$ cat config.mk
export PLATFORM = sky130hd
export DESIGN_NAME = flash_status_responder
export DESIGN_NICKNAME = d
export VERILOG_FILES = /design/src/rtl/fsr_pkg.sv /design/src/rtl/fsr_seq.sv /design/src/rtl/fsr_array.sv /design/src/rtl/fsr_rdmux.sv /design/src/rtl/flash_status_responder.sv
export SDC_FILE = /design/constraint.sdc
export NUM_CORES = 1
export LEC_CHECK = 0
export ABC_AREA = 1
export BUFFER_PORTS_ARGS = -buffer_cell sky130_fd_sc_hd__buf_2
export CAP_MARGIN = 20
export CORE_MARGIN = 5
export CORE_UTILIZATION = 55
export DETAILED_ROUTE_END_ITERATION = 6
export PLACE_DENSITY = 0.72
export SYNTH_ARGS = -nofsm -noshare
export SYNTH_HDL_FRONTEND = slang
export SYNTH_HIERARCHICAL = 1
export SYNTH_SLANG_ARGS = --single-unit
$ cat constraint.sdc
create_clock -name clk -period 2.37 [get_ports clk]
set_input_delay 0.5925 -clock clk [delete_from_list [all_inputs] [get_ports clk]]
set_output_delay 0.5925 -clock clk [all_outputs]
set_load 0.03 [all_outputs]
$ cat src/rtl/fsr_pkg.sv
package fsr_pkg;
   typedef enum logic [1:0] {
      OP_NONE = 2'd0,
      OP_PROG = 2'd1,
      OP_SECT = 2'd2,
      OP_ALL  = 2'd3
   } fsr_op_e;
endpackage

$ cat src/rtl/fsr_seq.sv
module fsr_seq
   import fsr_pkg::*;
#(
   parameter int PROG_CYC    = 3,
   parameter int ERASE_CYC   = 5,
   parameter int TIMEOUT_CYC = 7
) (
   input  logic       clk,
   input  logic       rst_n,
   input  logic       cmd_valid,
   input  logic [1:0] cmd_op,
   input  logic       will_fail,
   output logic       accept,
   output logic       busy_q,
   output logic       finish,
   output logic       err_q,
   output logic       fail_q,
   output fsr_op_e    op_q
);
   localparam int MAX_A   = (PROG_CYC > ERASE_CYC) ? PROG_CYC : ERASE_CYC;
   localparam int MAX_CYC = (TIMEOUT_CYC > MAX_A) ? TIMEOUT_CYC : MAX_A;
   localparam int CNT_W   = $clog2(MAX_CYC + 1);

   logic [CNT_W-1:0] cnt_q;
   logic [CNT_W-1:0] load_val;

   assign accept = cmd_valid && !busy_q && (cmd_op != OP_NONE);
   assign finish = busy_q && (cnt_q == CNT_W'(1));

   always_comb begin
      if (will_fail)                load_val = CNT_W'(TIMEOUT_CYC);
      else if (cmd_op == OP_PROG)   load_val = CNT_W'(PROG_CYC);
      else                          load_val = CNT_W'(ERASE_CYC);
   end

   always_ff @(posedge clk) begin
      if (!rst_n) begin
         busy_q <= 1'b0;
         err_q  <= 1'b0;
         fail_q <= 1'b0;
         cnt_q  <= '0;
         op_q   <= OP_NONE;
      end else if (accept) begin
         busy_q <= 1'b1;
         err_q  <= 1'b0;
         fail_q <= will_fail;
         cnt_q  <= load_val;
         op_q   <= fsr_op_e'(cmd_op);
      end else if (busy_q) begin
         if (finish) begin
            busy_q <= 1'b0;
            err_q  <= fail_q;
         end else begin
            cnt_q <= cnt_q - CNT_W'(1);
         end
      end
   end
endmodule

$ cat src/rtl/fsr_array.sv
module fsr_array #(
   parameter int ADDR_W = 5,
   parameter int SECT_W = 2,
   parameter int DATA_W = 8,
   parameter int NRD    = 3
) (
   input  logic                          clk,
   input  logic                          rst_n,
   input  logic                          prog_en,
   input  logic                          sect_en,
   input  logic                          all_en,
   input  logic [ADDR_W-1:0]             wr_addr,
   input  logic [DATA_W-1:0]             wr_data,
   input  logic [NRD-1:0][ADDR_W-1:0]    rd_addr,
   output logic [NRD-1:0][DATA_W-1:0]    rd_data
);
   localparam int DEPTH = 1 << ADDR_W;

   logic [DATA_W-1:0] mem [DEPTH];

   for (genvar i = 0; i < DEPTH; i++) begin : g_cell
      localparam logic [ADDR_W-1:0] IDX = ADDR_W'(i);
      logic hit_sect;
      assign hit_sect = (IDX[ADDR_W-1 -: SECT_W] == wr_addr[ADDR_W-1 -: SECT_W]);
      always_ff @(posedge clk) begin
         if (!rst_n)
            mem[i] <= '1;
         else if (all_en || (sect_en && hit_sect))
            mem[i] <= '1;
         else if (prog_en && (wr_addr == IDX))
            mem[i] <= mem[i] & wr_data;
      end
   end

   for (genvar r = 0; r < NRD; r++) begin : g_rd
      assign rd_data[r] = mem[rd_addr[r]];
   end
endmodule

$ cat src/rtl/fsr_rdmux.sv
module fsr_rdmux
   import fsr_pkg::*;
#(
   parameter int ADDR_W  = 5,
   parameter int SECT_W  = 2,
   parameter int DATA_W  = 8,
   parameter int ERR_BIT = 5
) (
   input  logic              busy,
   input  logic              err,
   input  fsr_op_e           op_q,
   input  logic [ADDR_W-1:0] tgt_addr,
   input  logic              tgt_new7,
   input  logic              tgt_stored7,
   input  logic [ADDR_W-1:0] rd_addr,
   input  logic [DATA_W-1:0] arr_data,
   output logic [DATA_W-1:0] rd_data
);
   localparam int MSB = DATA_W - 1;

   logic              in_reg;
   logic              poll7;
   logic [DATA_W-1:0] status;

   always_comb begin
      case (op_q)
         OP_PROG: in_reg = (rd_addr == tgt_addr);
         OP_SECT: in_reg = (rd_addr[ADDR_W-1 -: SECT_W] == tgt_addr[ADDR_W-1 -: SECT_W]);
         OP_ALL:  in_reg = 1'b1;
         default: in_reg = 1'b0;
      endcase
      if (op_q == OP_PROG) poll7 = busy ? ~tgt_new7 : tgt_stored7;
      else                 poll7 = 1'b0;
      status          = '0;
      status[MSB]     = poll7;
      status[ERR_BIT] = err;
      rd_data = ((busy || err) && in_reg) ? status : arr_data;
   end
endmodule

$ cat src/rtl/flash_status_responder.sv
module flash_status_responder
   import fsr_pkg::*;
#(
   parameter int ADDR_W      = 5,
   parameter int SECT_W      = 2,
   parameter int DATA_W      = 8,
   parameter int ERR_BIT     = 5,
   parameter int PROG_CYC    = 3,
   parameter int ERASE_CYC   = 5,
   parameter int TIMEOUT_CYC = 7
) (
   input  logic              clk,
   input  logic              rst_n,
   input  logic              cmd_valid,
   input  logic [1:0]        cmd_op,
   input  logic [ADDR_W-1:0] cmd_addr,
   input  logic [DATA_W-1:0] cmd_data,
   input  logic              cmd_fault,
   input  logic [ADDR_W-1:0] rd_addr,
   output logic [DATA_W-1:0] rd_data,
   output logic              rb_n
);
   localparam int NRD = 3;
   localparam int MSB = DATA_W - 1;

   if (SECT_W < 1 || SECT_W >= ADDR_W) begin : g_bad_sect
      $error("SECT_W must lie in 1..ADDR_W-1");
   end
   if (ERR_BIT < 0 || ERR_BIT >= MSB) begin : g_bad_err
      $error("ERR_BIT must be below the polling bit");
   end
   if (PROG_CYC < 1 || ERASE_CYC < 1 || TIMEOUT_CYC < 1) begin : g_bad_cyc
      $error("cycle counts must be at least 1");
   end

   logic                       accept, busy_q, finish, err_q, fail_q, will_fail;
   fsr_op_e                    op_q;
   logic [ADDR_W-1:0]          tgt_addr_q;
   logic [DATA_W-1:0]          tgt_data_q;
   logic [NRD-1:0][ADDR_W-1:0] ra;
   logic [NRD-1:0][DATA_W-1:0] rv;
   logic                       prog_en, sect_en, all_en;

   assign ra        = {tgt_addr_q, rd_addr, cmd_addr};
   assign will_fail = (cmd_op == OP_PROG) ? |(~rv[0] & cmd_data) : cmd_fault;

   fsr_seq #(
      .PROG_CYC(PROG_CYC), .ERASE_CYC(ERASE_CYC), .TIMEOUT_CYC(TIMEOUT_CYC)
   ) i_seq (
      .clk(clk), .rst_n(rst_n), .cmd_valid(cmd_valid), .cmd_op(cmd_op),
      .will_fail(will_fail), .accept(accept), .busy_q(busy_q),
      .finish(finish), .err_q(err_q), .fail_q(fail_q), .op_q(op_q)
   );

   always_ff @(posedge clk) begin
      if (!rst_n) begin
         tgt_addr_q <= '0;
         tgt_data_q <= '0;
      end else if (accept) begin
         tgt_addr_q <= cmd_addr;
         tgt_data_q <= cmd_data;
      end
   end

   assign prog_en = finish && (op_q == OP_PROG);
   assign sect_en = finish && (op_q == OP_SECT) && !fail_q;
   assign all_en  = finish && (op_q == OP_ALL)  && !fail_q;

   fsr_array #(
      .ADDR_W(ADDR_W), .SECT_W(SECT_W), .DATA_W(DATA_W), .NRD(NRD)
   ) i_array (
      .clk(clk), .rst_n(rst_n), .prog_en(prog_en), .sect_en(sect_en),
      .all_en(all_en), .wr_addr(tgt_addr_q), .wr_data(tgt_data_q),
      .rd_addr(ra), .rd_data(rv)
   );

   fsr_rdmux #(
      .ADDR_W(ADDR_W), .SECT_W(SECT_W), .DATA_W(DATA_W), .ERR_BIT(ERR_BIT)
   ) i_rdmux (
      .busy(busy_q), .err(err_q), .op_q(op_q), .tgt_addr(tgt_addr_q),
      .tgt_new7(tgt_data_q[MSB]), .tgt_stored7(rv[2][MSB]),
      .rd_addr(rd_addr), .arr_data(rv[1]), .rd_data(rd_data)
   );

   assign rb_n = ~busy_q;
endmodule

==> results of run 1 <==
-- power by group through the flow --
stage / clock [mW] / sequential, mW / combinational (mW)
6_report: 4.99 / 5.39 / 2.62
3_5_place_dp: 0 / 5.49 / 2.17
4_1_cts: 5.03 / 5.39 / 2.29
3_3_place_gp: 0 / 5.49 / 2.16
5_1_grt: 5.24 / 5.39 / 2.78
2_1_floorplan: 0 / 5.49 / 1.38
-- worst paths after layout --
path / from / slack, ns / depth (start not counted) / to
worst min register to register: i_seq/err_q / 0.50 / 2 / i_seq/err_q
worst max register to register: i_seq/cnt_q[1] / 0.03 / 12 / i_array/mem[24][3]
worst min-delay path: cmd_data[4] / 0.33 / 3 / tgt_data_q[4]
worst max-delay path: tgt_addr_q[0] / -0.52 / 15 / rd_data[7]
-- routing by layer --
| metal | vias up | GRT usage, % | share of wire (%) |
|---|---|---|---|
| met5 | - | 0 | 0 |
| met4 | 0 | 16.39 | 6.2 |
| met3 | 306 | 5.358 | 12 |
| met2 | 1409 | 53.85 | 45 |
| met1 | 8470 | 46.40 | 37 |
| li1 | 8193 | - | - |
-- through the flow --
stage               cells  cell area [um2]  TNS, ns  hold WS [ns]  util, %
finish               3039            22000   -2.780        0.3287    68.14
global route         3039            22000   -3.513        0.3275    68.14
CTS                  2998            20880   -2.444        0.3116    64.68
detailed placement   2935            19480   -5.000        0.4725    60.34
global placement     2935            19480   -5.220        0.4581    60.34
floorplan            2475            17900        0        0.4423        -
-- cell type report --
class,instances,area (um2)
fill,2609,10290
clock buffer,37,798.3
multi-input combinational,1931,8992
tap,442,553.0
timing repair buffer,249,2939
sequential,277,8115
clock inverter,18,230.2
inverter,85,374.1
-- what timing repair did --
| action | in CTS | in global routing |
|---|---|---|
| setup buffers | 3 | 23 |
| gates resized for setup | 58 | 127 |
| pin swaps | 17 | 46 |
| cloned | 5 | 20 |
| endpoints found under the setup margin | 14 | 381 |
| hold buffers | 0 | 0 |
-- state kept, by name, indices dropped and copies added, names as in the netlist --
signal        cells
i_seq/busy_q      1
i_seq/fail_q      1
i_seq/cnt_q       3
i_seq/err_q       1
i_array/mem     256
i_seq/op_q        2
tgt_data_q        8
tgt_addr_q        5
-- worst reg2reg max path: stages, from the launching register on --
cell and delay [ns]:
dfxtp_1 0.32, inv_1 0.08, ha_1 0.19, nand3_2 0.12
inv_1 0.09, inv_1 0.07, nor3_1 0.19, buf_4 0.18
nand2_1 0.11, inv_2 0.20, nand2_8 0.21, nor2_8 0.24
nand2_1 0.09
-- layout by cell type, fill, tap and decap left out, types with 6 or more instances in the layout --
cell / n
a21boi_4: 6
buf_12: 40
buf_16: 9
buf_2: 21
buf_4: 134
buf_6: 25
clkbuf_1: 6
clkbuf_16: 49
clkinv_2: 6
dfxtp_1: 17
edfxtp_1: 256
inv_1: 67
inv_2: 10
nand2_1: 1289
nand2_2: 57
nand3_1: 367
nand3_2: 49
nor2_1: 50
nor2_2: 6
nor2_4: 8
nor2_8: 26
o21ai_0: 44
==> flow_summary.yaml, run 1 <==
status:
  status: "complete, but fails checks"
  violations: "negative setup slack"
worst_hold_path:
  hold_path.class: "in -> reg"
routing:
  initialDrtViolationCount: 2556
  postRouteAntennaNets: 0
  routedWlPerCell_um: 21.93
  wl_mm: 66.63
  dr.pass1.iters: 7
  drc: 0
  vias: 18378
  via_per_inst: 6.047
global_route:
  grt_pass1_vias: 16959
  grt_max_degree: 43
  grt_pass1_wl_mm: 96.72
  grt_overflow: 0
  grt_util_all_layers_pct: 34.15
  antenna_found_initial: 0
sta:
  tightest_slew_ns: 0.5703
  slew_violations: 0
  max_freq_ghz: 0.3465
  post-route-period-util_pct: 121.8
  worst_slack_ns: -0.5163
  setup_viol: 8
  fin_skew_ns: 0.02035
  hold_viol: 0
  fin_crit_ns: 2.886
  relSlewSlack_pct: 61.98
  rsz0062_at_grt: "true"
clock_network:
  cts_tree: "done"
  clock_latency_ns: 0.58
  clock-root-buffer: "clkbuf_16"
  path_clk_slew_ns: 0.07
  cts_buffers: 31
  cts.sinks: 277
  cts.path.max_buffers: 3
  htree_levels: 1
floorplan:
  boundaryPins: 33
  start_util_pct: 55.23
  dieArea_um2: 36120
  core_um2: 32290
  dieWidth_um: 190.1
  die_y_um: 190.1
  rows: 66
yosys:
  syn_avg_cell_area_um2: 7.205
  syn-instance-count: 2475
  synth_area_um2: 17830
  synth_fp_nets: 2501
  yosysWarnings: 6
power:
  p_sw_share_pct: 29.16
  power_leakage_nw: 9.701
  ir_worst_vdd_mv: 0.7627
  internal_power_mw: 9.209
  net-switching-power_mw: 3.791
  clkPwrFrac_pct: 38.4
  power_mw: 13.00
  seqPwrFrac_pct: 41.5
  p_per_area_nw_per_um2: 590.8
  p_comb_share_pct: 20.1
worst_setup_path:
  worstPathCellList: "inv_4 > buf_6 > nand2_1 > nand3_1 > nand3_2 > nand2_1 > nand2_1 > nand2_1 > nand2_1 > nand2_2 > nor2_2 > a211oi_2 > nand3_1 > nand2_2 > buf_6"
  cpMaxStageDelayCell: "dfxtp_4"
  cp_max_fo: 4
  critPathLaunchType: "flip-flop"
  crit_type: "reg -> out"
  arrival_ns: 2.29
  critPathBufInv: 3
  critPathMostFrequentCell: "nand2_1"
  slowest_delay_ns: 0.37
  crit_family: "simple AND/OR/NAND/NOR gates"
  critical_path.endpoint_type: "primary output"
  required_ns: 1.78
placed_design:
  gp_congestion: 0.9848
  io_buffers: 32
  place_ws_ns: -0.5178
  post-dp-hpwl_mm: 43.39
run:
  cap_violations: 0
layout:
  insertedDiodeCount: 0
  areaGrowthSynthToFinish_pct: 23.38
  drive_above_1_share_pct: 18.64
  fin_nets: 2601
(Power assumes the default switching activity.)
==> inputs of run 2 (changes only) <==
--- a/config.mk
+++ b/config.mk
@@ -9,9 +9,10 @@
 export BUFFER_PORTS_ARGS = -buffer_cell sky130_fd_sc_hd__buf_2
 export CAP_MARGIN = 20
 export CORE_MARGIN = 5
-export CORE_UTILIZATION = 55
+export CORE_UTILIZATION = 58
 export DETAILED_ROUTE_END_ITERATION = 6
-export PLACE_DENSITY = 0.72
+export HOLD_SLACK_MARGIN = 0.12
+export PLACE_DENSITY = 0.75
 export SYNTH_ARGS = -nofsm -noshare
 export SYNTH_HDL_FRONTEND = slang
 export SYNTH_HIERARCHICAL = 1
==> flow_summary.yaml, run 2 (synthesized netlist as in run 1, its figures left out) <==
sta:
  max_freq_ghz: 0.3348
  post-route-period-util_pct: 126.0
  tightest_slew_ns: 0.6772
  worst_slack_ns: -0.6170
  setup_viol: 8
  hold_viol: 0
  fin_crit_ns: 2.987
  rsz0062_at_grt: "true"
  relSlewSlack_pct: 54.85
  slew_violations: 0
  fin_skew_ns: 0.02546
clock_network:
  cts_buffers: 31
  cts.sinks: 277
  clock-root-buffer: "clkbuf_16"
  clock_latency_ns: 0.59
  path_clk_slew_ns: 0.07
  htree_levels: 1
  cts.path.max_buffers: 3
  cts_tree: "done"
layout:
  mostFrequentLayoutCells: "nand2_1 (1226), nand3_1 (338), edfxtp_1 (256)"
  insertedDiodeCount: 0
  areaGrowthSynthToFinish_pct: 24.78
  top_regs: "i_array/mem (256), tgt_data_q (8), tgt_addr_q (5)"
  fin_nets: 2605
  final_util_pct: 72.94
  drive_above_1_share_pct: 22.25
  top_register: "i_array/mem"
  largest_reg_flops: 256
  final_common_cell: "nand2_1"
power:
  net-switching-power_mw: 3.890
  clkPwrFrac_pct: 37.5
  p_sw_share_pct: 29.92
  ir_worst_vdd_mv: 0.6136
  seqPwrFrac_pct: 41.5
  p_per_area_nw_per_um2: 584.3
  power_mw: 13.00
  internal_power_mw: 9.112
  power_leakage_nw: 9.740
  p_comb_share_pct: 21.0
worst_setup_path:
  critPathMostFrequentCell: "nand2_1"
  cpMaxStageDelayCell: "dfxtp_4"
  required_ns: 1.78
  critical_path.endpoint_type: "primary output"
  slowest_delay_ns: 0.37
  critPathBufInv: 4
  cp_max_fo: 5
  arrival_ns: 2.39
  critPathLaunchType: "flip-flop"
  crit_type: "reg -> out"
  crit_family: "simple AND/OR/NAND/NOR gates"
  worstPathCellList: "inv_6 > buf_12 > buf_6 > nand2_1 > nand3_1 > nand3_1 > nand2_1 > nand2_1 > nand2_1 > nand2_1 > nand2_2 > nor2_2 > a211oi_2 > nand3_1 > nand2_1 > buf_6"
placed_design:
  place_ws_ns: -0.5185
  io_buffers: 32
  gp_congestion: 1.036
  post-dp-hpwl_mm: 44.28
routing:
  vias: 18825
  wl_mm: 69.42
  dr.pass1.iters: 7
  routedWlPerCell_um: 23.15
  drc: 1
  postRouteAntennaNets: 0
  initialDrtViolationCount: 3173
  via_per_inst: 6.279
global_route:
  antenna_found_initial: 0
  grt_max_degree: 40
  grt_pass1_wl_mm: 101.6
  grt_overflow: 0
  grt_pass1_vias: 17719
  grt_util_all_layers_pct: 38.25
worst_hold_path:
  hold_path.class: "in -> reg"
run:
  cap_violations: 0
floorplan:
  dieWidth_um: 185.4
  die_y_um: 185.4
  start_util_pct: 58.45
  rows: 64
  core_um2: 30510
  boundaryPins: 33
  dieArea_um2: 34350
status:
  violations: "design-rule violations, negative setup slack"
  status: "complete, but fails checks"
-- run 2: final timing paths --
check	start	to	slack (ns)	cells past startpoint
worst max-delay path	tgt_addr_q[0]	rd_data[7]	-0.62	16
worst min-delay path	cmd_data[6]	tgt_data_q[6]	0.29	3
worst max register to register	i_seq/cnt_q[1]	i_array/mem[22][0]	0.05	12
worst min register to register	i_seq/cnt_q[1]	i_seq/cnt_q[1]	0.47	2
-- run 2: timing repair --
action,CTS,global route
setup buffers,14,12
pin swaps,72,95
resized for setup,157,165
hold buffers,0,0
cloned,14,10
endpoints found under the setup margin,15,332
-- run 2: cell type report --
cell class              instances  area [um2]
multi-input cells            1931        9437
fillers                      2291        8257
flip-flops and latches        277        8115
repair buffers                253        2829
clock buffers                  34       787.0
well taps                     396       495.5
inverters                      85       374.1
clock inverters                22       215.2
-- run 2: layer usage --
layer	vias to the layer above	share of wire (%)	GRT usage [%]
li1	8193	-	-
met2	1643	43	58.99
met4	0	8.0	21.84
met5	-	0	0
met3	440	13	6.343
met1	8549	36	51.34
-- run 2: worst min-delay path: stages --
cell	delay [ns]
buf_2	0.11
nor2_1	0.05
nor2_1	0.08
-- run 2: stage by stage --
stage,area [um2],cells,hold slack [ns],TNS [ns]
detailed placement,19410,2900,0.4650,-5.114
finish,22250,2998,0.2851,-3.249
CTS,21500,2984,0.2823,-3.021
global placement,19410,2900,0.4625,-5.081
floorplan,17900,2475,0.4423,0
global route,22250,2998,0.2872,-4.154
-- run 2: power by group through the flow --
stage / combinational (mW) / sequential [mW] / clock (mW)
after global placement: 2.17 / 5.49 / 0
after detailed placement: 2.19 / 5.49 / 0
after global routing: 2.88 / 5.39 / 5.10
after CTS: 2.46 / 5.39 / 4.89
after floorplan: 1.38 / 5.49 / 0
final: 2.73 / 5.39 / 4.88
